File: src/rtl/pwm_tmr_pkg.sv
// Package: types shared by the PWM timer modules.
package pwm_tmr_pkg;
    // Counter phase: waiting for the masked first strobe, or counting.
    typedef enum logic {
        PH_IDLE = 1'b0,
        PH_RUN  = 1'b1
    } phase_e;

    // Compare events produced on a count strobe.
    typedef struct packed {
        logic period_hit;
        logic duty_hit;
    } hit_t;
endpackage

File: src/rtl/pwm_tmr_counter.sv
// Module: pwm_tmr_counter
// Up counter with a masked first strobe and compare logic.
// Assumes tick is a one-cycle strobe in the clk domain. The period
// compare has priority over the duty compare on the same count.
module pwm_tmr_counter
    import pwm_tmr_pkg::*;
#(
    parameter int W = 8
) (
    input  logic         clk,
    input  logic         rst_n,
    input  logic         en,
    input  logic         tick,
    input  logic [W-1:0] period_act,
    input  logic [W-1:0] duty_act,
    output hit_t         hits
);
    phase_e       phase_q;
    logic [W-1:0] cnt_q;
    logic         run_tick;

    // Purpose: a strobe that counts (the first one after enable is masked).
    assign run_tick = en && tick && (phase_q == PH_RUN);

    // Purpose: decode period and duty matches on counting strobes.
    always_comb begin
        hits.period_hit = run_tick && (cnt_q == period_act);
        hits.duty_hit   = run_tick && (cnt_q != period_act) && (cnt_q == duty_act);
    end

    // Purpose: phase tracking and count update.
    always_ff @(posedge clk) begin
        if (!rst_n) begin
            phase_q <= PH_IDLE;
            cnt_q   <= '0;
        end else if (!en) begin
            phase_q <= PH_IDLE;
            cnt_q   <= '0;
        end else if (tick) begin
            if (phase_q == PH_IDLE) begin
                phase_q <= PH_RUN;
            end else if (hits.period_hit) begin
                cnt_q <= '0;
            end else begin
                cnt_q <= cnt_q + 1'b1;
            end
        end
    end
endmodule

File: src/rtl/pwm_tmr_cmp_reg.sv
// Module: pwm_tmr_cmp_reg
// Compare register with a pending buffer. While enabled, a write goes
// to the pending buffer and is loaded into the active value on 'take'.
// With USE_AGE set, the load also needs the take strobe to be at least
// MIN_AGE strobes after the write. While disabled, writes and pending
// values go straight to the active value.
module pwm_tmr_cmp_reg #(
    parameter int          W       = 8,
    parameter int          MIN_AGE = 3,
    parameter bit          USE_AGE = 1'b1,
    parameter logic [W-1:0] RST_VAL = '0
) (
    input  logic         clk,
    input  logic         rst_n,
    input  logic         en,
    input  logic         tick,
    input  logic         wr,
    input  logic [W-1:0] wdata,
    input  logic         take,
    output logic [W-1:0] act
);
    localparam int AW = $clog2(MIN_AGE + 1);
    localparam logic [AW-1:0] AGE_SAT = AW'(MIN_AGE);

    logic [W-1:0]  act_q;
    logic [W-1:0]  pend_q;
    logic          pend_v_q;
    logic [AW-1:0] age_q;
    logic          age_ok;

    // Purpose: choose whether the age rule gates the transfer.
    generate
        if (USE_AGE) begin : g_aged
            assign age_ok = (int'(age_q) + 1) >= MIN_AGE;
        end else begin : g_free
            assign age_ok = 1'b1;
        end
    endgenerate

    // Purpose: track strobes since the last write, saturating.
    always_ff @(posedge clk) begin
        if (!rst_n || !en || wr) begin
            age_q <= '0;
        end else if (tick && (age_q < AGE_SAT)) begin
            age_q <= age_q + 1'b1;
        end
    end

    // Purpose: pending buffer and active value update.
    always_ff @(posedge clk) begin
        if (!rst_n) begin
            act_q    <= RST_VAL;
            pend_q   <= RST_VAL;
            pend_v_q <= 1'b0;
        end else if (!en) begin
            if (wr) begin
                act_q <= wdata;
            end else if (pend_v_q) begin
                act_q <= pend_q;
            end
            pend_v_q <= 1'b0;
        end else if (wr) begin
            pend_q   <= wdata;
            pend_v_q <= 1'b1;
        end else if (take && pend_v_q && age_ok) begin
            act_q    <= pend_q;
            pend_v_q <= 1'b0;
        end
    end

    assign act = act_q;
endmodule

File: src/rtl/pwm_tmr_output.sv
// Module: pwm_tmr_output
// Output level flag, polarity and interrupt pulse. The output goes
// active at a period match and inactive at a duty match or when disabled.
module pwm_tmr_output
    import pwm_tmr_pkg::*;
(
    input  logic clk,
    input  logic rst_n,
    input  logic en,
    input  hit_t hits,
    input  logic pol,
    output logic pwm,
    output logic irq
);
    logic act_q;
    logic irq_q;

    // Purpose: active or inactive state of the waveform.
    always_ff @(posedge clk) begin
        if (!rst_n || !en) begin
            act_q <= 1'b0;
        end else if (hits.period_hit) begin
            act_q <= 1'b1;
        end else if (hits.duty_hit) begin
            act_q <= 1'b0;
        end
    end

    // Purpose: one-cycle interrupt after a period match.
    always_ff @(posedge clk) begin
        if (!rst_n) begin
            irq_q <= 1'b0;
        end else begin
            irq_q <= en && hits.period_hit;
        end
    end

    assign pwm = act_q ^ pol;
    assign irq = irq_q;
endmodule

File: src/rtl/pwm_duty_timer.sv
// Module: pwm_duty_timer (top)
// PWM timer with buffered period and age-gated buffered duty. All
// logic runs on clk; cnt_tick is the count strobe.
module pwm_duty_timer
    import pwm_tmr_pkg::*;
#(
    parameter int           W          = 8,
    parameter int           MIN_AGE    = 3,
    parameter logic [W-1:0] RST_PERIOD = '1,
    parameter logic [W-1:0] RST_DUTY   = '0
) (
    input  logic         clk,
    input  logic         rst_n,
    input  logic         cnt_tick,
    input  logic         tmr_en,
    input  logic         period_wr,
    input  logic [W-1:0] period_data,
    input  logic         duty_wr,
    input  logic [W-1:0] duty_data,
    input  logic         out_pol,
    output logic         pwm_out,
    output logic         irq_pulse
);
    hit_t         hits_w;
    logic [W-1:0] period_act_w;
    logic [W-1:0] duty_act_w;

    pwm_tmr_counter #(.W(W)) u_cnt (
        .clk(clk), .rst_n(rst_n), .en(tmr_en), .tick(cnt_tick),
        .period_act(period_act_w), .duty_act(duty_act_w), .hits(hits_w)
    );

    pwm_tmr_cmp_reg #(.W(W), .MIN_AGE(MIN_AGE), .USE_AGE(1'b0), .RST_VAL(RST_PERIOD)) u_period (
        .clk(clk), .rst_n(rst_n), .en(tmr_en), .tick(cnt_tick),
        .wr(period_wr), .wdata(period_data), .take(hits_w.period_hit), .act(period_act_w)
    );

    pwm_tmr_cmp_reg #(.W(W), .MIN_AGE(MIN_AGE), .USE_AGE(1'b1), .RST_VAL(RST_DUTY)) u_duty (
        .clk(clk), .rst_n(rst_n), .en(tmr_en), .tick(cnt_tick),
        .wr(duty_wr), .wdata(duty_data), .take(hits_w.duty_hit), .act(duty_act_w)
    );

    pwm_tmr_output u_out (
        .clk(clk), .rst_n(rst_n), .en(tmr_en), .hits(hits_w),
        .pol(out_pol), .pwm(pwm_out), .irq(irq_pulse)
    );
endmodule

File: config.mk
export PLATFORM = sky130hd
export DESIGN_NAME = pwm_duty_timer
export DESIGN_NICKNAME = d
export VERILOG_FILES = /design/src/rtl/pwm_tmr_pkg.sv /design/src/rtl/pwm_tmr_counter.sv /design/src/rtl/pwm_tmr_cmp_reg.sv /design/src/rtl/pwm_tmr_output.sv /design/src/rtl/pwm_duty_timer.sv
export SDC_FILE = /design/constraint.sdc
export NUM_CORES = 1
export LEC_CHECK = 0
export CAP_MARGIN = 20
export CORE_MARGIN = 2
export CORE_UTILIZATION = 45
export DETAILED_ROUTE_END_ITERATION = 6
export DONT_BUFFER_PORTS = 1
export PLACE_DENSITY = 0.66
export SYNTH_ARGS = -nofsm -noshare
export SYNTH_HDL_FRONTEND = slang
export SYNTH_SLANG_ARGS = --single-unit
File: constraint.sdc
create_clock -name clk -period 3.9 [get_ports clk]
set_input_delay 0.975 -clock clk [delete_from_list [all_inputs] [get_ports clk]]
set_output_delay 0.975 -clock clk [all_outputs]
set_load 0.005 [all_outputs]
==> results of run 1 <==
## flip-flops by register name (all words and copies together), names as in the netlist
register           cells
u_cnt.cnt_q            8
u_duty.act             8
u_duty.pend_q          8
u_period.act           8
u_period.pend_q        8
u_duty.age_q           2
u_cnt.phase_q          1
u_duty.pend_v_q        1
u_out.act_q            1
u_out.irq              1
u_period.pend_v_q      1
## layer usage
| metal | vias to the layer above | wire length [um] | global-route usage |
|---|---|---|---|
| met1 | 764 | 2110 | 0.200 |
| li1 | 839 | - | - |
| met4 | 0 | 36 | 0.0818 |
| met2 | 23 | 1930 | 0.242 |
| met3 | 2 | 171 | 0.0391 |
| met5 | - | 0 | 0 |
## layout by cell type (no fill, tap or decap), types with 3 or more instances in the layout
master | synthesis | routed
sky130_fd_sc_hd__nand2_1 | 53 | 53
sky130_fd_sc_hd__and4_1 | 3 | 3
sky130_fd_sc_hd__nand4_1 | 4 | 4
sky130_fd_sc_hd__nand3_1 | 21 | 21
sky130_fd_sc_hd__clkbuf_8 | 2 | 5
sky130_fd_sc_hd__ha_1 | 3 | 3
sky130_fd_sc_hd__mux2_2 | 16 | 16
sky130_fd_sc_hd__mux2i_1 | 16 | 16
sky130_fd_sc_hd__nor2_1 | 17 | 17
sky130_fd_sc_hd__nor2b_1 | 3 | 3
sky130_fd_sc_hd__xnor2_1 | 11 | 11
sky130_fd_sc_hd__a21boi_0 | 8 | 8
sky130_fd_sc_hd__xor2_1 | 14 | 14
sky130_fd_sc_hd__dfxtp_1 | 47 | 47
## where the power goes
group	switching (W)	internal (W)
clock network	0.000154	0.000188
registers	0.0000106	0.000498
logic	0.0000379	0.0000409
total	0.000202	0.000727
## kinds of logic (layout without fill, tap and decap cells)
group                      after synthesis  count (layout)
and+or+nand+nor                        111             111
muxes                                   32              32
xor gates and xnor gates                25              25
AOI/OAI and AO/OA                       19              19
DFF                                     47              47
adders and majority gates                3               3
buffers and inverters                   16               8
## through the flow
| stage | area [um^2] | total power (W) |
|---|---|---|
| after floorplan | 2340 | 0.000599 |
| after global placement | 2310 | 0.000598 |
| after detailed placement | 2310 | 0.000599 |
| after CTS | 2410 | 0.000947 |
| after global routing | 2410 | 0.000976 |
| final | 2410 | 0.000929 |
## final cells by class
class,instances,area share
Clock buffer,6,0.0301
Clock inverter,1,0.0125
Inverter,1,0.00156
Multi-Input combinational cell,190,0.529
Sequential cell,47,0.391
Tap cell,70,0.0364
## final timing paths
path,from,end,cells after the start
min reg2reg,u_duty.pend_q[1]$_SDFFE_PN0P_,u_duty.pend_q[1]$_SDFFE_PN0P_,2
max,out_pol,pwm_out,1
min,u_duty.pend_q[1]$_SDFFE_PN0P_,u_duty.pend_q[1]$_SDFFE_PN0P_,2
max reg2reg,u_cnt.cnt_q[0]$_SDFFE_PN0P_,u_period.act[4]$_SDFFE_PN1P_,5
==> summary.txt, run 1 <==
Yosys
  • YS warnings: 0
  • Portion of netlist area occupied by mux cells: 0.146
  • Fraction of registers with async set/reset: 0
  • Syn_area_per_cell: 9.23 um^2
  • Complex-gate fraction of the synthesized area: 0.0696
  • Cell area after technology mapping: 2340 um^2
  • Fraction of the mapped netlist area in simple logic gates: 0.220
  • Distinct cells, synth: 35
  • Post-synth EDFFs: 0
  • #FFs+latches synth: 47
  • Largest cells by area after synthesis: sky130_fd_sc_hd__dfxtp_1 40%, sky130_fd_sc_hd__nand2_1 8.5%, sky130_fd_sc_hd__mux2_2 7.7%
  • Most instantiated library cell after synthesis: sky130_fd_sc_hd__nand2_1
  • Parity-gate share of the synthesized area counting xor and xnor cells: 0.0937
  • Most frequently used flop master after synthesis: sky130_fd_sc_hd__dfxtp_1
  • Top post-synthesis cells by count: 53 x sky130_fd_sc_hd__nand2_1, 47 x sky130_fd_sc_hd__dfxtp_1, 21 x sky130_fd_sc_hd__nand3_1
  • Proportion of netlist area held by the largest area contributor: 0.403
  • Main combinational cell family by area after synthesis: simple AND/OR/NAND/NOR gates
  • Leading area contributor after synthesis: sky130_fd_sc_hd__dfxtp_1
  • Adder and majority gate portion of the synthesized area: 0.0161
  • Post-synthesis cell count: 253
  • Sequential fraction of the synthesis area: 0.403
  • Synthesized Nets: 279

STA
  • Total Negative Setup Slacks: 0 ps
  • Number of hold-slack violations in the final timing report: 0
  • Final setup fails: 0
  • Relative slew margins: 0.550
  • Clk_skew: 10.6 ps
  • Transition time at the pin with the least slew margin: 674 ps
  • Smallest setup slack after layout: 1790 ps
  • Max Clock Freq: 0.473 GHz
  • Worst hold slack after final layout: 464 ps
  • Unrepaired setup endpoints after global routing: false
  • Crit share post-route: 0.542
  • Minimum period implied by the final worst setup slack: 2110 ps
  • Max-slew violations: 0

CTS
  • Clock root buffer master: sky130_fd_sc_hd__clkbuf_8
  • Number of hold buffers added after CTS: 0
  • TritonCTS Sinks: 47
  • Insertion delay to the later sink of the worst-skew pair: 300 ps
  • Number of post-CTS setup repair buffers: 0
  • Clock transition at path regs: 90 ps
  • Max clock buf depth: 2
  • CTS H-Tree Depth: 2
  • Resized cells post-CTS: 0
  • Number of buffers created by CTS: 5
  • TritonCTS clock tree: done

Power
  • Power density cells: 386 nW/um^2
  • Leakage power: 0.948 nW
  • IR drop worst, VDD: 197 uV

Cells and area
  • Nets@finish: 271
  • Count of filler cells inserted in the layout: 509
  • Synth-to-layout area growth: 3.11%
  • Post-layout utilization of the core: 0.478
  • Final cell count without fillers: 315
  • Diode count: 0
  • Total area of multi-input combinational cells: 1270 um^2
  • Sequential cell area: 941 um^2
  • Share of cells above drive strength 1: 0.114

Die
  • Die Footprint: 5780 um^2
  • Chip Height: 76.1 um
  • Horizontal extent of the die: 76.1 um
  • Core outline area: 5040 um^2
  • I/O pin cnt: 25
  • Number of placement rows: 26
  • Initial core utilization: 0.463

Drt
  • Wire length per cell: 13.5 um
  • Count of nets left with antenna violations after detail routing: 0
  • Detailed Route WL: 4250 um
  • Routed via count: 1628
  • Avg Vias per Cell: 5.17
  • DR iter-0 viols: 66
  • First-pass detailed-route iteration total: 6
  • Residual DRC: 0

Setup path
  • Classification of the worst setup path: in2out
  • Worst-path cell chain: xor2_1
  • Worst stage delay on the critical path: 160 ps
  • Launching element type of the critical path: primary input
  • Sort of element at the end of the critical path: primary output
  • Worst Path Max Fanout: 1
  • Cell family with the largest share of critical-path delay: XOR/XNOR gates
  • Buf+Inv Stages, Crit Path: 0
  • Register-to-register path setup slack: 2010 ps
  • Crit path arrival time: 1140 ps
  • CP required: 2920 ps
  • Cell at the slowest stage of the critical path: sky130_fd_sc_hd__xor2_1

Placement
  • Pre-CTS setup slack: 1540 ps
  • DP HPWL: 3040 um
  • Total instance count after detailed placement: 308
  • GPL Wtd Cong: 0.730
  • Number of port buffers: 0

Global route
  • Number of antenna violations at the first check in global routing: 0
  • Pin count of the biggest net entering global routing: 43
  • Global route total overflow: 0
  • GRT Util Overall: 0.156
  • Number of global-route vias before repair: 1571
  • Global-route wire length before repair: 7300 um

Run status
  • Outcome: finished, final reports clean

Hold path
  • Path type of the worst min-delay path: reg2reg

Run
  • Max_cap viols: 0
(Power assumes the default switching activity.)
==> run 2: changes to the inputs <==
==> constraint.sdc (replaced) <==
create_clock -name clk -period 2.1 [get_ports clk]
set_input_delay 0.525 -clock clk [delete_from_list [all_inputs] [get_ports clk]]
set_output_delay 0.525 -clock clk [all_outputs]
set_load 0.005 [all_outputs]
==> run 2 against run 1 <==
Clock skew decreased by 7.9 ps. First-iteration DRC count decreased by 18%. Non-clock buffer count increased by 7. Register-to-register slack got worse by 1600 ps. Routed wire length increased by 3.6%. Combinational power increased by 94%. Utilization increased by 1.1 points. Sequential cell count unchanged. Cell count increased by 2.5%. Via count increased by 1.9%. Largest cell class unchanged. Critical path depth increased by 5. Total power increased by 84%.
==> summary.txt, run 2 (synthesis gave the netlist of run 1 again) <==
Die
  • Chip Height: 76.1 um (unchanged)
  • Initial core utilization: 0.463 (unchanged)
  • I/O pin cnt: 25 (unchanged)
  • Horizontal extent of the die: 76.1 um (unchanged)
  • Number of placement rows: 26 (unchanged)
  • Core outline area: 5040 um^2 (unchanged)
  • Die Footprint: 5780 um^2 (unchanged)

Drt
  • Count of nets left with antenna violations after detail routing: 0 (unchanged)
  • Routed via count: 1659 (was 1628)
  • First-pass detailed-route iteration total: 4 (was 6)
  • Avg Vias per Cell: 5.14 (was 5.17)
  • Wire length per cell: 13.6 um (was 13.5 um)
  • Residual DRC: 0 (unchanged)
  • Detailed Route WL: 4400 um (was 4250 um)
  • DR iter-0 viols: 54 (was 66)

Cells and area
  • Most common cell after layout, fill and taps aside: sky130_fd_sc_hd__nand2_1 (unchanged)
  • Nets@finish: 278 (was 271)
  • Commonest cells after routing, fill and taps aside: 53 x sky130_fd_sc_hd__nand2_1, 47 x sky130_fd_sc_hd__dfxtp_1, 21 x sky130_fd_sc_hd__nand3_1 (unchanged)
  • Synth-to-layout area growth: 5.41% (was 3.11%)
  • Share of cells above drive strength 1: 0.146 (was 0.114)
  • Diode count: 0 (unchanged)

Placement
  • Number of port buffers: 0 (unchanged)
  • GPL Wtd Cong: 0.766 (was 0.730)
  • DP HPWL: 3150 um (was 3040 um)

Global route
  • Global route total overflow: 0 (unchanged)
  • Met3 global-route usage: 0.0403 (was 0.0391)
  • Number of antenna violations at the first check in global routing: 0 (unchanged)
  • Global-route wire length before repair: 7710 um (was 7300 um)
  • Pin count of the biggest net entering global routing: 43 (unchanged)
  • GRT Util Overall: 0.166 (was 0.156)
  • Global routing usage on met1: 0.222 (was 0.200)
  • Grt met2 use: 0.255 (was 0.242)
  • Most Used Layer, Global Route: met2 (unchanged)
  • Number of global-route vias before repair: 1623 (was 1571)

Setup path
  • Worst Path Max Fanout: 8 (was 1)
  • Launching element type of the critical path: register (was primary input)
  • Worst-path cell chain: xnor2_1, nand4_2, o31ai_4, buf_4, mux2i_1, nand2_1 (was xor2_1)
  • Classification of the worst setup path: reg2reg (was in2out)
  • Worst stage delay on the critical path: 470 ps (was 160 ps)
  • Cell at the slowest stage of the critical path: sky130_fd_sc_hd__dfxtp_1 (was sky130_fd_sc_hd__xor2_1)
  • Crit path arrival time: 1890 ps (was 1140 ps)
  • Sort of element at the end of the critical path: register (was primary output)
  • Cell family with the largest share of critical-path delay: flip-flops (was XOR/XNOR gates)
  • Buf+Inv Stages, Crit Path: 1 (was 0)
  • CP required: 2300 ps (was 2920 ps)

CTS
  • TritonCTS clock tree: done (unchanged)
  • Max clock buf depth: 2 (unchanged)
  • Number of post-CTS setup repair buffers: 0 (unchanged)
  • Clock transition at path regs: 90 ps (about the same)
  • Clock root buffer master: sky130_fd_sc_hd__clkbuf_8 (unchanged)
  • Number of buffers created by CTS: 5 (unchanged)
  • Insertion delay to the later sink of the worst-skew pair: 300 ps (about the same)
  • TritonCTS Sinks: 47 (unchanged)
  • Resized cells post-CTS: 0 (unchanged)
  • CTS H-Tree Depth: 2 (unchanged)
  • Number of hold buffers added after CTS: 0 (unchanged)

Run status
  • Outcome: finished, final reports clean (unchanged)

Power
  • Power density cells: 693 nW/um^2 (was 386 nW/um^2)
  • Overall power of the completed layout: 0.00171 W (was 0.000929 W)
  • Leakage power: 0.984 nW (was 0.948 nW)
  • IR drop worst, VDD: 404 uV (was 197 uV)

STA
  • Clk_skew: 2.63 ps (was 10.6 ps)
  • Max-slew violations: 0 (unchanged)
  • Final setup fails: 0 (unchanged)
  • Minimum period implied by the final worst setup slack: 1690 ps
  • Number of hold-slack violations in the final timing report: 0 (unchanged)
  • Transition time at the pin with the least slew margin: 397 ps (was 674 ps)
  • Total Negative Setup Slacks: 0 ps (unchanged)
  • Max Clock Freq: 0.592 GHz
  • Relative slew margins: 0.735 (was 0.550)
  • Crit share post-route: 0.804
  • Unrepaired setup endpoints after global routing: false (unchanged)

Run
  • Max_cap viols: 0 (unchanged)

Hold path
  • Path type of the worst min-delay path: in2reg (was reg2reg)
==> run 2: cell count changes in the layout (fill, tap and decap cells not counted) <==
cell and delta:
sky130_fd_sc_hd__clkbuf_1 -1, sky130_fd_sc_hd__clkbuf_8 +2, sky130_fd_sc_hd__bufinv_16 -1, sky130_fd_sc_hd__clkinvlp_4 +1
sky130_fd_sc_hd__buf_4 +7
==> run 2: through the flow <==
| stage | hold slack, ps | setup WS [ps] | util | instances | area (um^2) |
|---|---|---|---|---|---|
| finish | 278 | 411 | 0.488 | 323 | 2460 |
| global route | 262 | 243 | 0.488 | 323 | 2460 |
| CTS | 269 | 387 | 0.488 | 323 | 2460 |
| detailed placement | 451 | 397 | 0.468 | 315 | 2360 |
| global placement | 444 | 444 | 0.468 | 315 | 2360 |
| floorplan | 435 | 411 | - | 253 | 2340 |
==> run 2: worst paths after layout <==
check | startpoint | to | slack (ps) | cells past startpoint
setup / recovery | u_cnt.cnt_q[3]$_SDFFE_PN0P_ | u_period.act[1]$_SDFFE_PN1P_ | 410 | 6
hold / removal | rst_n | u_period.act[7]$_SDFFE_PN1P_ | 280 | 1
setup reg to reg | u_cnt.cnt_q[3]$_SDFFE_PN0P_ | u_period.act[1]$_SDFFE_PN1P_ | 410 | 6
hold reg to reg | u_duty.pend_q[0]$_SDFFE_PN0P_ | u_duty.pend_q[0]$_SDFFE_PN0P_ | 460 | 2
==> run 2: cell type report <==
type | instances | area, um^2
Clock inverter | 1 | 7.51
Fill cell | 488 | 2580
Multi-Input combinational cell | 190 | 1270
Inverter | 1 | 3.75
Clock buffer | 7 | 96.3
Sequential cell | 47 | 941
Tap cell | 70 | 87.6
Timing Repair Buffer | 7 | 52.6
==> run 2: power by group <==
part	internal [W]	leakage (nW)	switching [W]	total, W
Sequential	0.000924	0.383	0.0000193	0.000943
Combinational	0.0000808	0.550	0.0000725	0.000153
Clock	0.000300	0.0505	0.000309	0.000609
==> run 2: worst reg2reg max path: cells and delay by family (launching register included) <==
family | cells | cell delay (ps)
AOI/OAI and AO/OA | 1 | 260
muxes | 1 | 200
and+or+nand+nor | 2 | 240
buffers and inverters | 1 | 220
DFF | 1 | 470
xor gates and xnor gates | 1 | 190
==> run 2: layer usage <==
metal	vias to the layer above	share of wire
met3	7	0.034
met5	-	0
li1	854	-
met4	0	0.021
met2	26	0.44
met1	772	0.51
==> run 3: changes to the inputs <==
--- a/config.mk
+++ b/config.mk
@@ -10,7 +10,7 @@
 export CORE_UTILIZATION = 45
 export DETAILED_ROUTE_END_ITERATION = 6
 export DONT_BUFFER_PORTS = 1
-export PLACE_DENSITY = 0.66
+export PLACE_DENSITY = 0.68
 export SYNTH_ARGS = -nofsm -noshare
 export SYNTH_HDL_FRONTEND = slang
 export SYNTH_SLANG_ARGS = --single-unit
==> constraint.sdc (replaced) <==
create_clock -name clk -period 1.4 [get_ports clk]
set_input_delay 0.35 -clock clk [delete_from_list [all_inputs] [get_ports clk]]
set_output_delay 0.35 -clock clk [all_outputs]
set_load 0.005 [all_outputs]
==> run 3 against run 2 <==
The run now ends with negative setup slack left. Utilization up 6.6 points. Die area unchanged. Global-route usage up 1.4 points. Fmax up 8.2%. Combinational power up 90%. Cell area up 14%. Critical path depth unchanged. Sequential cell count unchanged. Critical path type unchanged.
==> summary.txt, run 3 (synthesis gave the netlist of run 1 again) <==
Run status
  • Outcome: finished, violations left (was finished, final reports clean)
  • Failing checks: negative setup slack

STA
  • Crit share post-route: 1.11 (was 0.804)
  • Transition time at the pin with the least slew margin: 317 ps (was 397 ps)
  • Smallest setup slack after layout: -161 ps (was 411 ps)
  • Max Clock Freq: 0.641 GHz (was 0.592 GHz)
  • Unrepaired setup endpoints after global routing: true (was false)
  • Minimum period implied by the final worst setup slack: 1560 ps (was 1690 ps)
  • Clk_skew: 5.75 ps (was 2.63 ps)
  • Max-slew violations: 0 (unchanged)
  • Number of hold-slack violations in the final timing report: 0 (unchanged)
  • Relative slew margins: 0.783 (was 0.735)
  • Final setup fails: 17 (was 0)
  • Total Negative Setup Slacks: -2220 ps (was 0 ps)

Drt
  • Detailed Route WL: 4820 um (was 4400 um)
  • Count of nets left with antenna violations after detail routing: 0 (unchanged)
  • First-pass detailed-route iteration total: 5 (was 4)
  • Wire length per cell: 14.1 um (was 13.6 um)
  • Avg Vias per Cell: 5.09 (was 5.14)
  • Routed via count: 1737 (was 1659)
  • DR iter-0 viols: 70 (was 54)
  • Residual DRC: 0 (unchanged)

Cells and area
  • Nets@finish: 296 (was 278)
  • Count of filler cells inserted in the layout: 460 (was 488)
  • Sequential cell area: 963 um^2 (was 941 um^2)
  • Diode count: 0 (unchanged)
  • Synth-to-layout area growth: 19.7% (was 5.41%)
  • Total area of multi-input combinational cells: 1440 um^2 (was 1270 um^2)
  • Commonest cells after routing, fill and taps aside: 53 x sky130_fd_sc_hd__nand2_1, 33 x sky130_fd_sc_hd__dfxtp_1, 22 x sky130_fd_sc_hd__buf_4 (was 53 x sky130_fd_sc_hd__nand2_1, 47 x sky130_fd_sc_hd__dfxtp_1, 21 x sky130_fd_sc_hd__nand3_1)
  • Non-Filler Cell Area, Final: 2800 um^2 (was 2460 um^2)
  • Most common cell after layout, fill and taps aside: sky130_fd_sc_hd__nand2_1 (unchanged)
  • Share of cells above drive strength 1: 0.317 (was 0.146)

Placement
  • Pre-CTS setup slack: -277 ps (was 397 ps)
  • GPL Wtd Cong: 0.813 (was 0.766)
  • Number of port buffers: 0 (unchanged)
  • Total cell area at the placement stage: 2560 um^2 (was 2360 um^2)
  • DP HPWL: 3350 um (was 3150 um)

Setup path
  • CP required: 1650 ps (was 2300 ps)
  • Launching element type of the critical path: register (unchanged)
  • Cell family with the largest share of critical-path delay: flip-flops (unchanged)
  • Classification of the worst setup path: reg2reg (unchanged)
  • Worst Path Max Fanout: 8 (unchanged)
  • Buf+Inv Stages, Crit Path: 1 (unchanged)
  • Sort of element at the end of the critical path: register (unchanged)
  • Worst stage delay on the critical path: 390 ps (was 470 ps)
  • Cell at the slowest stage of the critical path: sky130_fd_sc_hd__dfxtp_4 (was sky130_fd_sc_hd__dfxtp_1)
  • Worst-path cell chain: xnor2_4, and4_4, a21oi_4, a31oi_4, buf_12, mux2i_1 (was xnor2_1, nand4_2, o31ai_4, buf_4, mux2i_1, nand2_1)
  • Register-to-register path setup slack: -160 ps (was 410 ps)
  • Crit path arrival time: 1810 ps (was 1890 ps)

CTS
  • TritonCTS clock tree: done (unchanged)
  • Number of buffers created by CTS: 5 (unchanged)
  • CTS H-Tree Depth: 2 (unchanged)
  • Insertion delay to the later sink of the worst-skew pair: 310 ps (was 300 ps)
  • Clock transition at path regs: 90 ps (about the same)
  • Clock root buffer master: sky130_fd_sc_hd__clkbuf_8 (unchanged)
  • TritonCTS Sinks: 47 (unchanged)
  • Number of hold buffers added after CTS: 0 (unchanged)
  • Max clock buf depth: 2 (unchanged)

Global route
  • Global-route wire length before repair: 8310 um (was 7710 um)
  • Number of global-route vias before repair: 1806 (was 1623)
  • Number of antenna violations at the first check in global routing: 0 (unchanged)
  • Global route total overflow: 0 (unchanged)
  • Pin count of the biggest net entering global routing: 43 (unchanged)
  • GRT Util Overall: 0.180 (was 0.166)

Run
  • Max_cap viols: 0 (unchanged)

Power
  • Leakage power: 1.16 nW (was 0.984 nW)
  • Power density cells: 910 nW/um^2 (was 693 nW/um^2)
  • IR drop worst, VDD: 732 uV (was 404 uV)
  • Overall power of the completed layout: 0.00254 W (was 0.00171 W)

Die
  • Die Footprint: 5780 um^2 (unchanged)
  • Core outline area: 5040 um^2 (unchanged)
  • I/O pin cnt: 25 (unchanged)
  • Horizontal extent of the die: 76.1 um (unchanged)
  • Number of placement rows: 26 (unchanged)
  • Initial core utilization: 0.463 (unchanged)
  • Chip Height: 76.1 um (unchanged)

Hold path
  • Path type of the worst min-delay path: in2reg (unchanged)
run 3: cell types whose count changed in the layout (fill, tap and decap cells not counted), moves of 3 or more:
| cell | previous run | this run |
|---|---|---|
| sky130_fd_sc_hd__buf_4 | 7 | 22 |
| sky130_fd_sc_hd__dfxtp_1 | 47 | 33 |
| sky130_fd_sc_hd__dfxtp_2 | 0 | 12 |
| sky130_fd_sc_hd__xnor2_1 | 11 | 4 |
| sky130_fd_sc_hd__xnor2_4 | 0 | 4 |
| sky130_fd_sc_hd__and4_4 | 0 | 3 |
| sky130_fd_sc_hd__xnor2_2 | 0 | 3 |
run 3: area by class of cell:
cell class	instances	share of cell area
clock buffer	5	0.0246
clock inverter	3	0.00671
inverter	1	0.00134
multi-input combinational	190	0.514
sequential	47	0.345
tap	70	0.0313
timing repair buffer	25	0.0774
run 3: worst reg2reg max path, delay by kind of cell (launching register included):
family          cells  cell delay [ps]
simple gates        1              290
xor+xnor            1              220
compound gates      2              260
flops               1              390
mux                 1              180
buf+inv             1              150
run 3: repair_timing:
action / CTS / global route
endpoints found under the setup margin: 27 / 21
pin swaps: 14 / 3
setup buffers: 2 / 0
gates resized for setup: 32 / 5
run 3: power by group:
part	internal, W	switching, W	leakage (nW)
registers	0.00138	0.0000356	0.387
clock network	0.000352	0.000483	0.0483
logic	0.000165	0.000124	0.724
total	0.00190	0.000643	1.16
run 3: worst paths after layout:
check / to / start / cells past startpoint
setup / recovery: u_duty.act[2]$_SDFFE_PN0P_ / u_cnt.cnt_q[0]$_SDFFE_PN0P_ / 6
hold / removal: u_duty.age_q[0]$_SDFFE_PP0P_ / duty_wr / 1
setup reg to reg: u_duty.act[2]$_SDFFE_PN0P_ / u_cnt.cnt_q[0]$_SDFFE_PN0P_ / 6
hold reg to reg: u_duty.pend_q[0]$_SDFFE_PN0P_ / u_duty.pend_q[0]$_SDFFE_PN0P_ / 2
run 3: per-stage QoR:
stage,cells,hold WS [ps],utilization
global placement,333,422,0.509
CTS,341,91.5,0.550
floorplan,253,435,-
detailed placement,333,426,0.509
finish,341,95.0,0.555
global route,341,83.1,0.555
run 3: layer usage:
metal  vias up  wire [um]  GRT usage
met1       802       2290      0.227
met2        34       2170      0.292
met5         -          0          0
met3        12        210     0.0427
met4         0        145     0.0855
li1        889          -          -
